## src/rtl/relay_seq_pkg.sv

```systemverilog
package relay_seq_pkg;

    localparam int STEP_W = 8;

    typedef enum logic [1:0] {
        PH_HOME = 2'd0,
        PH_RUN  = 2'd1,
        PH_DONE = 2'd2
    } phase_e;

    typedef struct packed {
        phase_e              phase;
        logic [STEP_W-1:0]   idx;
    } seq_state_t;

    localparam seq_state_t SEQ_IDLE = '{phase: PH_HOME, idx: '0};

    typedef struct packed {
        logic card_rst_n;
        logic skip;
        logic go_n;
        logic pwr_n;
    } ctl_in_t;

    localparam ctl_in_t CTL_RST = '{card_rst_n: 1'b0, skip: 1'b0, go_n: 1'b1, pwr_n: 1'b1};

    function automatic seq_state_t seq_next(input seq_state_t cur, input logic skip,
                                            input int last, input int skip_step);
        seq_state_t nx;
        nx = cur;
        case (cur.phase)
            PH_HOME: begin
                nx.phase = PH_RUN;
                nx.idx   = skip ? STEP_W'(skip_step) : STEP_W'(1);
            end
            PH_RUN: begin
                if (cur.idx == STEP_W'(last)) begin
                    nx.phase = PH_DONE;
                    nx.idx   = '0;
                end else begin
                    nx.idx = cur.idx + 1'b1;
                end
            end
            default: nx = cur;
        endcase
        return nx;
    endfunction

endpackage

```

## src/rtl/ctl_sync2.sv

```systemverilog
module ctl_sync2 #(
    parameter int               WIDTH   = 4,
    parameter logic [WIDTH-1:0] RST_VAL = '0
) (
    input  logic             clk,
    input  logic             rst,
    input  logic [WIDTH-1:0] d_i,
    output logic [WIDTH-1:0] q_o
);
    logic [WIDTH-1:0] meta_q;

    always_ff @(posedge clk) begin
        if (rst) begin
            meta_q <= RST_VAL;
            q_o    <= RST_VAL;
        end else begin
            meta_q <= d_i;
            q_o    <= meta_q;
        end
    end
endmodule

```

## src/rtl/step_prescaler.sv

```systemverilog
module step_prescaler #(
    parameter int CLK_HZ  = 100_000_000,
    parameter int STEP_HZ = 5
) (
    input  logic clk,
    input  logic rst,
    input  logic clear_i,
    output logic tick_o
);
    localparam int DIV   = (CLK_HZ / STEP_HZ) < 2 ? 2 : (CLK_HZ / STEP_HZ);
    localparam int CNT_W = $clog2(DIV);

    logic [CNT_W-1:0] cnt_q;

    always_ff @(posedge clk) begin
        if (rst || clear_i) begin
            cnt_q  <= '0;
            tick_o <= 1'b0;
        end else if (cnt_q == CNT_W'(DIV - 1)) begin
            cnt_q  <= '0;
            tick_o <= 1'b1;
        end else begin
            cnt_q  <= cnt_q + 1'b1;
            tick_o <= 1'b0;
        end
    end

    AST_TICK_SINGLE: assert property (@(posedge clk) disable iff (rst)
        tick_o |=> !tick_o) else $error("tick wider than one cycle");
endmodule

```

## src/rtl/step_counter.sv

```systemverilog
module step_counter
    import relay_seq_pkg::*;
#(
    parameter int N_DRIVES  = 9,
    parameter int SKIP_STEP = 5
) (
    input  logic                clk,
    input  logic                rst,
    input  logic                clear_i,
    input  logic                tick_i,
    input  logic                permit_i,
    input  logic                skip_i,
    output logic [N_DRIVES-1:0] step_vec_o,
    output logic                home_o,
    output logic                done_o
);
    seq_state_t st_q;

    always_ff @(posedge clk) begin
        if (rst || clear_i) begin
            st_q <= SEQ_IDLE;
        end else if (tick_i && permit_i) begin
            st_q <= seq_next(st_q, skip_i, N_DRIVES, SKIP_STEP);
        end
    end

    for (genvar g = 0; g < N_DRIVES; g++) begin : g_dec
        assign step_vec_o[g] = (st_q.phase == PH_RUN) && (st_q.idx == STEP_W'(g + 1));
    end

    assign home_o = (st_q.phase == PH_HOME);
    assign done_o = (st_q.phase == PH_DONE);

    AST_STEP_ONEHOT: assert property (@(posedge clk) disable iff (rst)
        $onehot0(step_vec_o)) else $error("more than one step active");
    AST_ADV_ON_TICK: assert property (@(posedge clk) disable iff (rst)
        (!tick_i && !clear_i) |=> $stable(st_q)) else $error("step moved without tick");
    AST_NO_START_BLOCKED: assert property (@(posedge clk) disable iff (rst)
        (home_o && !permit_i) |=> home_o) else $error("start without permission");
    AST_SKIP_ENTRY: assert property (@(posedge clk) disable iff (rst)
        (home_o && tick_i && permit_i && skip_i && !clear_i) |=> step_vec_o[SKIP_STEP-1])
        else $error("skip entry wrong");
    AST_DONE_HOLD: assert property (@(posedge clk) disable iff (rst)
        (done_o && !clear_i) |=> (done_o && step_vec_o == '0)) else $error("left done state");
endmodule

```

## src/rtl/relay_step_seq.sv

```systemverilog
module relay_step_seq
    import relay_seq_pkg::*;
#(
    parameter int CLK_HZ    = 100_000_000,
    parameter int STEP_HZ   = 5,
    parameter int N_DRIVES  = 9,
    parameter int SKIP_STEP = 5,
    parameter int HOLD_STEP = 5
) (
    input  logic                clk,
    input  logic                rst,
    input  logic                card_rst_n_i,
    input  logic                skip_i,
    input  logic                go_hold_n_i,
    input  logic                pwr_hold_n_i,
    input  logic                aux_en_i,
    output logic [N_DRIVES-1:0] drive_o,
    output logic                home_o,
    output logic                done_o,
    output logic [1:0]          aux_o
);
    localparam int HOLD_BIT = HOLD_STEP - 1;

    ctl_in_t ctl_raw, ctl_s;
    logic    clear, permit, tick, hold_q;
    logic [N_DRIVES-1:0] step_vec;

    assign ctl_raw = '{card_rst_n: card_rst_n_i, skip: skip_i,
                       go_n: go_hold_n_i, pwr_n: pwr_hold_n_i};

    ctl_sync2 #(.WIDTH($bits(ctl_in_t)), .RST_VAL(CTL_RST)) u_sync (
        .clk (clk),
        .rst (rst),
        .d_i (ctl_raw),
        .q_o (ctl_s)
    );

    assign clear  = !ctl_s.card_rst_n;
    assign permit = !ctl_s.go_n && !ctl_s.pwr_n;

    step_prescaler #(.CLK_HZ(CLK_HZ), .STEP_HZ(STEP_HZ)) u_pre (
        .clk     (clk),
        .rst     (rst),
        .clear_i (clear),
        .tick_o  (tick)
    );

    step_counter #(.N_DRIVES(N_DRIVES), .SKIP_STEP(SKIP_STEP)) u_cnt (
        .clk        (clk),
        .rst        (rst),
        .clear_i    (clear),
        .tick_i     (tick),
        .permit_i   (permit),
        .skip_i     (ctl_s.skip),
        .step_vec_o (step_vec),
        .home_o     (home_o),
        .done_o     (done_o)
    );

    always_ff @(posedge clk) begin
        if (rst || clear) begin
            hold_q <= 1'b0;
        end else if (step_vec[HOLD_BIT]) begin
            hold_q <= 1'b1;
        end
    end

    always_comb begin
        drive_o           = step_vec;
        drive_o[HOLD_BIT] = step_vec[HOLD_BIT] | hold_q;
    end

    assign aux_o = {2{hold_q & aux_en_i}};

    AST_HOLD_STICKY: assert property (@(posedge clk) disable iff (rst)
        (hold_q && !clear) |=> drive_o[HOLD_BIT]) else $error("hold dropped");
    AST_RESET_CLEARS: assert property (@(posedge clk) disable iff (rst)
        clear |=> (drive_o == '0 && !done_o && home_o && aux_o == 2'b00))
        else $error("card reset did not clear");
endmodule

```

## config.mk

```make
export PLATFORM = sky130hd
export DESIGN_NAME = relay_step_seq
export DESIGN_NICKNAME = d
export VERILOG_FILES = /design/src/rtl/relay_seq_pkg.sv /design/src/rtl/ctl_sync2.sv /design/src/rtl/step_prescaler.sv /design/src/rtl/step_counter.sv /design/src/rtl/relay_step_seq.sv
export SDC_FILE = /design/constraint.sdc
export NUM_CORES = 1
export LEC_CHECK = 0
export ABC_AREA = 1
export CORE_ASPECT_RATIO = 0.75
export CORE_MARGIN = 2
export CORE_UTILIZATION = 58
export CTS_CLUSTER_SIZE = 8
export DETAILED_ROUTE_END_ITERATION = 16
export PLACE_DENSITY = 0.81
export SLEW_MARGIN = 40
export SYNTH_ARGS = -nofsm -noshare
export SYNTH_HDL_FRONTEND = slang
export SYNTH_SLANG_ARGS = --single-unit
```

## constraint.sdc

```tcl
create_clock -name clk -period 1.7 [get_ports clk]
set_input_delay 0.34 -clock clk [delete_from_list [all_inputs] [get_ports clk]]
set_output_delay 0.34 -clock clk [all_outputs]
set_load 0.01 [all_outputs]
```

==> flow_metrics.env, run 1 <==
export IMPL_outcome="complete, but fails checks"
export IMPL_violations="setup timing"
export IMPL_reg2reg_from="u_cnt.st_q[6]$_SDFFE_PP0P_"
export IMPL_r2r_setup_slack_ns=0.12
export IMPL_yosys_area_top_type="dfxtp_1"
export IMPL_crit_slowest_cell="dfxtp_2"
export IMPL_timing_final_ws_setup_ns=-0.0743
export IMPL_synth_async_reset_ratio=0
export IMPL_final_net_count=397
export IMPL_power_w=0.00208
export IMPL_cts_made_buffers=5
export IMPL_syn_num_nets=361
export IMPL_hp_start="u_sync.meta_q[2]$_SDFF_PP0_"
export IMPL_cts_root_buffer="clkbuf_8"
export IMPL_worstPathCellList="nor2_1 -> nand3_1 -> inv_2 -> nand2_1 -> nor3_2 -> buf_2"
export IMPL_synth_most_common_cell="nand2_1"
export IMPL_critPathMaxStageDelay_ns=0.33
export IMPL_seqCellArea_um2=905
export IMPL_std_cell_rows=20
export IMPL_max_cap_violations=0
export IMPL_peakVddDrop_mv=0.648
export IMPL_dieArea_um2=4820
export IMPL_post_dp_hpwl_mm=3.83
export IMPL_timing_rr_end="u_cnt.st_q[6]$_SDFFE_PP0P_"
export IMPL_cp_required_ns=1.36
export IMPL_synth_area_um2=2480
export IMPL_p_leak_nw=1.12
export IMPL_cts_sinks=45
export IMPL_whs_path_depth=2
export IMPL_grt_pass1_vias=1963
export IMPL_grt_usage=0.227
export IMPL_setup_viol=3
export IMPL_diodes=0
export IMPL_post_drt_via_cell_ratio=4.76
export IMPL_gp_congestion=0.868
export IMPL_wl_mm=5.17
export IMPL_power_density_nw_per_um2=698
export IMPL_grt_max_degree=16
export IMPL_wl_per_cell_um=11.7
export IMPL_clk_pin_slew_ns=0.09
export IMPL_critPathBufInv=2
export IMPL_hold_viol=0
export IMPL_grt_pass1_wl_mm=8.55
export IMPL_die_y_um=60.6
export IMPL_fin_crit_sh=1.04
export IMPL_worstSetupPathType="reg -> out"
export IMPL_min_path_type="reg -> reg"
export IMPL_syn_inst=349
export IMPL_ys_seq_area_frac=0.363
export IMPL_ioPinCount=20
export IMPL_htreeDepth=2
export IMPL_endpoint_kind="output port"
export IMPL_syn_avg_cell_area_um2=7.10
export IMPL_skew_ns=0.00712
export IMPL_stdcell_area_um2=2970
export IMPL_start_util=0.608
export IMPL_first_pass_iters=4
export IMPL_timing_fmax_mhz=564
export IMPL_utilization=0.729
export IMPL_rsz0062_at_grt="true"
export IMPL_cts_tree="done"
export IMPL_nFillCells=325
export IMPL_post_route_min_period_ns=1.77
export IMPL_grt_overflow_total=0
export IMPL_synth_common_cells="nand2_1 (77), nor2_1 (51), dfxtp_1 (45), inv_1 (45), nor2_2 (24)"
export IMPL_clockBufferDepth=2
export IMPL_multi_input_area_um2=1340
export IMPL_tightestPinTransition_ns=0.293
export IMPL_drc_errors=0
export IMPL_synth_cell_types=28
export IMPL_port_buffer_count=19
export IMPL_finalSetupTns_ns=-0.135
export IMPL_synth_edf_count=0
export IMPL_min_delay_worst_endpoint="u_sync.q_o[2]$_SDFF_PP0_"
export IMPL_synth_flop_cell="dfxtp_1"
export IMPL_yosys_warnings=0
export IMPL_final_max_slew_viol_count=0
export IMPL_vias=2100
export IMPL_critPathMaxFanout=4
export IMPL_cp_start_kind="flip-flop"
export IMPL_ant_nets=0
export IMPL_antenna_found_initial=0
export IMPL_final_layout_size_suffix_gt1_frac=0.262
export IMPL_critPathTopFamily="simple AND/OR/NAND/NOR gates"
export IMPL_reg2regPathDepth=10
export IMPL_die_w_um=79.5
export IMPL_yosys_top_cells_area="dfxtp_1 (36%), nand2_1 (12%), nor2_1 (7.7%)"
export IMPL_placed_area_um2=2800
export IMPL_max_slew_margin_rel=0.803
export IMPL_arrival_ns=1.43
export IMPL_synth_top_area_share=0.363
export IMPL_insertion_delay_ns=0.30
export IMPL_area_growth_pct=20.0
export IMPL_core_um2=4080
export IMPL_first_iter_violations=161
export IMPL_ys_ff_latch=45
[sequential cells by signal (all words and copies together), names as in the netlist]
| register | flops |
|---|---|
| u_pre.cnt_q | 25 |
| u_pre.tick_o | 1 |
| u_sync.q_o | 4 |
| hold_q | 1 |
| u_sync.meta_q | 4 |
| u_cnt.st_q | 10 |
[worst register-to-register path, stage by stage, from the launching register on]
cell     delay, ns
dfxtp_2       0.33
nor2_1        0.10
nand3_1       0.11
buf_4         0.15
buf_4         0.12
buf_4         0.12
buf_4         0.13
nor2_4        0.11
o21ai_1       0.07
nand2_1       0.16
nor2_1        0.07
[what timing repair did]
action                     CTS  global route
setup buffers                3             0
resized for setup           48            11
setup endpoints to repair   13            19
pin swaps                    4             5
hold buffers                 0             0
[power breakdown]
group	switching [W]	total [W]	internal [W]	leakage (nW)
sequential	0.00000306	0.00107	0.00106	0.366
combinational	0.0000203	0.0000456	0.0000253	0.688
clock	0.000374	0.000965	0.000591	0.0687
[how the worst max path moves through the flow]
stage                                     from                    endpoint  slack (ns)  cells past startpoint
detailed placement  u_cnt.st_q[6]$_SDFFE_PP0P_                  drive_o[2]       -0.12                      6
floorplan            u_pre.cnt_q[0]$_SDFF_PP0_  u_pre.cnt_q[11]$_SDFF_PP0_        0.26                      9
CTS                 u_cnt.st_q[6]$_SDFFE_PP0P_                  drive_o[3]       -0.02                      6
finish              u_cnt.st_q[6]$_SDFFE_PP0P_                  drive_o[7]       -0.07                      6
global placement                      aux_en_i                    aux_o[0]       -0.07                      4
global route        u_cnt.st_q[6]$_SDFFE_PP0P_                  drive_o[7]       -0.13                      6
[cell usage in the layout, fill, tap and decap left out, drive strengths merged, types with 2 or more instances in the layout]
master         count
xnor2              5
inv               48
nand3             21
nand4              3
or2                6
clkdlybuf4s50      6
nor3              11
a21oi             12
bufinv             2
xor2              12
nor2              80
nand2             83
dlygate4sd2        4
clkbuf             5
ha                 5
buf               33
o21ai              3
dfxtp             45
[logic make-up (layout without fill, tap and decap cells)]
logic type | Yosys count | after routing | synth area share
AND/OR/NAND/NOR | 205 | 205 | 0.396
AO/OA/AOI/OAI | 16 | 16 | 0.0348
XOR/XNOR | 17 | 17 | 0.0601
flip-flops | 45 | 45 | 0.363
adder cells (fa/ha/maj) | 5 | 5 | 0.0252
buffers and inverters | 61 | 98 | 0.121
[layout make-up]
class	count	share of cell area
inverter	47	0.0593
timing repair buffer	43	0.116
sequential	45	0.304
clock inverter	3	0.0231
multi-input combinational	243	0.451
clock buffer	5	0.0231
tap	55	0.0231
[through the flow]
stage	instances	hold slack (ns)	worst slack [ns]
after floorplan	349	0.388	0.264
after global placement	430	0.391	-0.0651
after detailed placement	430	0.394	-0.115
after CTS	441	0.409	-0.0194
after global routing	441	0.435	-0.134
final	441	0.408	-0.0743
[routing by layer]
| metal | up-vias | part of all wire | global-route usage |
|---|---|---|---|
| met5 | - | 0 | 0 |
| met1 | 927 | 0.49 | 0.316 |
| li1 | 1128 | - | - |
| met2 | 41 | 0.45 | 0.364 |
| met4 | 0 | 0.0048 | 0.0517 |
| met3 | 4 | 0.047 | 0.0536 |
Note: power is estimated with default switching activity, not from simulation.
==> inputs of run 2 (changes only) <==
- CTS_BUF_LIST: not set -> sky130_fd_sc_hd__clkbuf_16
- SLEW_MARGIN: 40 -> 20
==> run 2 against run 1 <==
Net effect: largest cell class unchanged; the run still ends with setup timing left; worst setup slack lost 0.0063 ns; combinational power grew 1%; critical endpoint is now drive_o[2]; core utilization grew 1.8 points.
==> flow_metrics.env, run 2 (synthesis gave the netlist of run 1 again) <==
export IMPL_critPathMaxFanout=4
export IMPL_gp_congestion=0.868
export IMPL_stdcell_area_um2=3050
export IMPL_cts_sinks=45
export IMPL_grt_pass1_wl_mm=9.12
export IMPL_port_buffer_count=19
export IMPL_drc_errors=0
export IMPL_top_regs="u_pre.cnt_q (25), u_cnt.st_q (10)"
export IMPL_ant_nets=0
export IMPL_die_y_um=60.6
export IMPL_outcome="complete, but fails checks"
export IMPL_power_w=0.00237
export IMPL_grt_overflow_total=0
export IMPL_cts_root_buffer="clkbuf_16"
export IMPL_cp_start_kind="flip-flop"
export IMPL_max_cap_violations=0
export IMPL_largest_register_ffs=25
export IMPL_post_drt_via_cell_ratio=4.90
export IMPL_post_dp_hpwl_mm=3.83
export IMPL_die_w_um=79.5
export IMPL_final_max_slew_viol_count=0
export IMPL_critical_path_startpoint="u_cnt.st_q[7]$_SDFFE_PP0P_"
export IMPL_cts_made_buffers=5
export IMPL_power_density_nw_per_um2=778
export IMPL_grt_util_met1=0.331
export IMPL_violations="setup timing"
export IMPL_grt_usage=0.243
export IMPL_start_util=0.608
export IMPL_grt_pass1_vias=2077
export IMPL_area_growth_pct=22.9
export IMPL_mostFrequentLayoutCells="nand2_1 (76), nor2_1 (47), inv_1 (41), dfxtp_1 (41), nor2_2 (26)"
export IMPL_min_path_type="reg -> reg"
export IMPL_grtUsageMet3=0.0491
export IMPL_timing_final_ws_setup_ns=-0.0806
export IMPL_std_cell_rows=20
export IMPL_clk_pin_slew_ns=0.06
export IMPL_p_leak_nw=1.16
export IMPL_antenna_found_initial=0
export IMPL_diodes=0
export IMPL_peakVddDrop_mv=0.860
export IMPL_first_iter_violations=249
export IMPL_dieArea_um2=4820
export IMPL_grt_max_degree=16
export IMPL_hold_ws_ns=0.408
export IMPL_endpoint_kind="output port"
export IMPL_vias=2160
export IMPL_cp_required_ns=1.36
export IMPL_setup_viol=4
export IMPL_arrival_ns=1.44
export IMPL_hold_viol=0
export IMPL_hp_start="u_sync.meta_q[0]$_SDFF_PP1_"
export IMPL_placed_area_um2=2800
export IMPL_clockBufferDepth=2
export IMPL_max_slew_margin_rel=0.801
export IMPL_layout_cells_non_filler=441
export IMPL_core_um2=4080
export IMPL_insertion_delay_ns=0.28
export IMPL_dp_slack_ns=-0.115
export IMPL_fin_crit_sh=1.05
export IMPL_first_pass_iters=4
export IMPL_tightestPinTransition_ns=0.295
export IMPL_cts_tree="done"
export IMPL_top_register="u_pre.cnt_q"
export IMPL_final_net_count=397
export IMPL_timing_fmax_mhz=562
export IMPL_wl_mm=5.59
export IMPL_worstSetupPathType="reg -> out"
export IMPL_top_usage_layer="met2"
export IMPL_htreeDepth=2
export IMPL_final_layout_size_suffix_gt1_frac=0.272
export IMPL_skew_ns=0.00377
export IMPL_post_route_min_period_ns=1.78
export IMPL_grt_util_met2=0.408
export IMPL_placedCellCount=430
export IMPL_rsz0062_at_grt="true"
export IMPL_reg2reg_from="u_cnt.st_q[7]$_SDFFE_PP0P_"
export IMPL_wl_per_cell_um=12.7
export IMPL_ioPinCount=20
export IMPL_final_common_cell="nand2_1"
run 2: cell types whose count changed in the layout (fill, tap and decap cells not counted), sizes merged:
cell    change
clkbuf      +2
buf         -2
run 2: critical path: stages, from the launching register on:
cell and delay (ns):
dfxtp_2 0.34, nor2_4 0.14, nand3_4 0.10, inv_4 0.10, nand3_4 0.09, nor3_1 0.20
buf_2 0.18
run 2: report_power, final:
part	leakage [nW]	internal [W]	total [W]	switching, W
Clock	0.0944	0.000847	0.00126	0.000409
Combinational	0.698	0.0000253	0.0000462	0.0000209
Sequential	0.366	0.00106	0.00107	0.00000311
Total	1.16	0.00194	0.00237	0.000433
run 2: routing by layer:
layer  vias to the layer above  share of wire
li1                       1128              -
met1                       970           0.46
met2                        58           0.47
met3                         4          0.056
met4                         0         0.0055
met5                         -              0
run 2: what timing repair did:
item | in CTS | in global routing
pin swaps | 4 | 4
hold buffers | 0 | 0
setup buffers | 3 | 0
resized for setup | 47 | 17
setup endpoints to repair | 13 | 17
run 2: cell type report:
type,count,area [um2]
Clock buffer,5,125
Clock inverter,3,68.8
Fill cell,308,1030
Inverter,47,179
Multi-Input combinational cell,243,1350
Sequential cell,45,906
Tap cell,55,68.8
Timing Repair Buffer,43,345
run 2: stage by stage:
step           setup TNS (ns)   util
2_1_floorplan               0      -
3_3_place_gp           -0.355  0.686
3_5_place_dp           -0.643  0.686
4_1_cts                     0  0.735
5_1_grt                -0.428  0.747
6_report               -0.119  0.747
run 2: final timing paths:
kind / to / slack [ns] / cells after the start
worst min register to register: u_sync.q_o[0]$_SDFF_PP1_ / 0.41 / 1
worst min-delay path: u_sync.q_o[0]$_SDFF_PP1_ / 0.41 / 1
worst max-delay path: drive_o[2] / -0.08 / 6
worst max register to register: u_cnt.st_q[6]$_SDFFE_PP0P_ / 0.05 / 10
==> inputs of run 3 (changes only) <==
- MAX_ROUTING_LAYER: not set -> met4
==> run 3 against run 2 <==
Net effect: the run now ends clean; sequential share of layout area up 0.83 points; largest power group is now sequential cells; sequential power barely moved; critical endpoint unchanged; register-to-register slack improved by 0.11 ns; global-route usage is 0.26 points lower.
==> flow_metrics.env, run 3 (synthesis gave the netlist of run 1 again) <==
export IMPL_mostFrequentLayoutCells="nand2_1 (77), nor2_1 (50), dfxtp_1 (41)"
export IMPL_port_buffer_count=19
export IMPL_grt_util_met1=0.315
export IMPL_final_net_count=394
export IMPL_first_iter_violations=178
export IMPL_ioPinCount=20
export IMPL_largest_register_ffs=25
export IMPL_start_util=0.608
export IMPL_top_regs="u_pre.cnt_q (25), u_cnt.st_q (10)"
export IMPL_dieArea_um2=4820
export IMPL_first_pass_iters=5
export IMPL_die_y_um=60.6
export IMPL_final_common_cell="nand2_1"
export IMPL_max_cap_violations=0
export IMPL_outcome="finished, final reports clean"
export IMPL_top_usage_layer="met2"
export IMPL_power_frac_seq=0.516
export IMPL_crit_slowest_cell="dfxtp_2"
export IMPL_swShare=0.209
export IMPL_critPathMaxFanout=4
export IMPL_nFillCells=324
export IMPL_drc_errors=0
export IMPL_top_register="u_pre.cnt_q"
export IMPL_vias=2138
export IMPL_grt_usage=0.240
export IMPL_antenna_found_initial=0
export IMPL_p_int_w=0.00164
export IMPL_worstPathCellList="nor2_4 -> nand3_4 -> inv_4 -> nand3_2 -> nor3_2 -> buf_2"
export IMPL_ant_nets=0
export IMPL_area_growth_pct=19.6
export IMPL_grt_util_met2=0.381
export IMPL_post_drt_via_cell_ratio=4.88
export IMPL_clk_pin_slew_ns=0.06
export IMPL_cp_required_ns=1.36
export IMPL_post_route_min_period_ns=1.66
export IMPL_grt_overflow_total=0
export IMPL_p_clk_frac=0.462
export IMPL_power_density_nw_per_um2=698
export IMPL_peakVddDrop_mv=0.613
export IMPL_placedCellCount=429
export IMPL_arrival_ns=1.32
export IMPL_min_path_type="reg -> reg"
export IMPL_wl_per_cell_um=11.8
export IMPL_cp_start_kind="flip-flop"
export IMPL_insertion_delay_ns=0.28
export IMPL_gp_congestion=0.938
export IMPL_grt_pass1_vias=1972
export IMPL_worstSetupPathType="reg -> out"
export IMPL_timing_fmax_mhz=603
export IMPL_switching_power_w=0.000432
export IMPL_utilization=0.727
export IMPL_cts_tree="done"
export IMPL_final_layout_size_suffix_gt1_frac=0.264
export IMPL_grt_pass1_wl_mm=8.61
export IMPL_core_um2=4080
export IMPL_hold_viol=0
export IMPL_fin_crit_sh=0.976
export IMPL_max_slew_margin_rel=0.768
export IMPL_p_leak_nw=1.12
export IMPL_endpoint_kind="output port"
export IMPL_die_w_um=79.5
export IMPL_wl_mm=5.18
export IMPL_skew_ns=0.00432
export IMPL_clockBufferDepth=2
export IMPL_power_frac_comb=0.022
export IMPL_grt_max_degree=19
export IMPL_final_max_slew_viol_count=0
export IMPL_htreeDepth=2
export IMPL_cts_root_buffer="clkbuf_16"
export IMPL_setup_viol=0
export IMPL_cts_made_buffers=5
export IMPL_layout_cells_non_filler=438
export IMPL_std_cell_rows=20
export IMPL_diodes=0
export IMPL_grtUsageMet3=0.0580
export IMPL_tightestPinTransition_ns=0.345
export IMPL_critPathMaxStageDelay_ns=0.34
export IMPL_rsz0062_at_grt="true"
export IMPL_post_dp_hpwl_mm=3.81
export IMPL_cts_sinks=45
## run 3: cell types whose count changed in the layout (fill, tap and decap cells not counted), sizes merged
cell	delta
bufinv	-2
clkinv	+1
clkinvlp	+1
buf	-2
clkbuf	-1
## run 3: final timing paths
path	from	endpoint	slack (ns)	cells after the start
min reg2reg	u_sync.meta_q[3]$_SDFF_PP0_	u_sync.q_o[3]$_SDFF_PP0_	0.41	2
max reg2reg	u_pre.cnt_q[0]$_SDFF_PP0_	u_pre.cnt_q[22]$_SDFF_PP0_	0.16	7
min	u_sync.meta_q[3]$_SDFF_PP0_	u_sync.q_o[3]$_SDFF_PP0_	0.41	2
max	u_cnt.st_q[6]$_SDFFE_PP0P_	drive_o[2]	0.04	6
## run 3: cell type report
class	instances	area (um2)	area share
inverter	47	179	0.0604
clock inverter	3	21.3	0.00718
tap	55	68.8	0.0232
multi-input combinational	243	1340	0.453
timing repair buffer	40	323	0.109
clock buffer	5	125	0.0422
sequential	45	906	0.306
## run 3: per-stage QoR
| step | area, um2 | setup WS (ns) | total power [W] | hold slack, ns | TNS [ns] |
|---|---|---|---|---|---|
| 3_3_place_gp | 2790 | -0.0649 | 0.00113 | 0.392 | -0.411 |
| 2_1_floorplan | 2480 | 0.264 | 0.00111 | 0.388 | 0 |
| 6_report | 2960 | 0.0415 | 0.00207 | 0.407 | 0 |
| 4_1_cts | 2940 | 0.00186 | 0.00208 | 0.409 | 0 |
| 3_5_place_dp | 2790 | -0.185 | 0.00114 | 0.398 | -1.26 |
| 5_1_grt | 2960 | -0.0200 | 0.00213 | 0.421 | -0.0316 |
## run 3: worst max-delay path: cells and delay by family (launching register included)
kind                   cells  cell delay (ns)
DFF                        1             0.34
and+or+nand+nor            4             0.45
buffers and inverters      2             0.25
## run 3: timing repair
item / 4_1_cts / 5_1_grt
setup endpoints to repair: 13 / 9
pin swaps: 4 / 3
setup buffers: 1 / 0
hold buffers: 0 / 0
endpoints found under the hold margin: 0 / 0
resized for setup: 47 / 14
## run 3: layer usage
| layer | wire length (um) | up-vias |
|---|---|---|
| met5 | 0 | - |
| met4 | 49 | 0 |
| met3 | 203 | 7 |
| met2 | 2440 | 43 |
| met1 | 2490 | 964 |
| li1 | - | 1124 |
## run 3: power by group through the flow
stage / sequential, W / clock, W / combinational, W
6_report: 0.00107 / 0.000956 / 0.0000449
5_1_grt: 0.00107 / 0.00101 / 0.0000503
4_1_cts: 0.00107 / 0.000966 / 0.0000455
3_5_place_dp: 0.00109 / 0 / 0.0000449
3_3_place_gp: 0.00109 / 0 / 0.0000443
2_1_floorplan: 0.00109 / 0 / 0.0000253
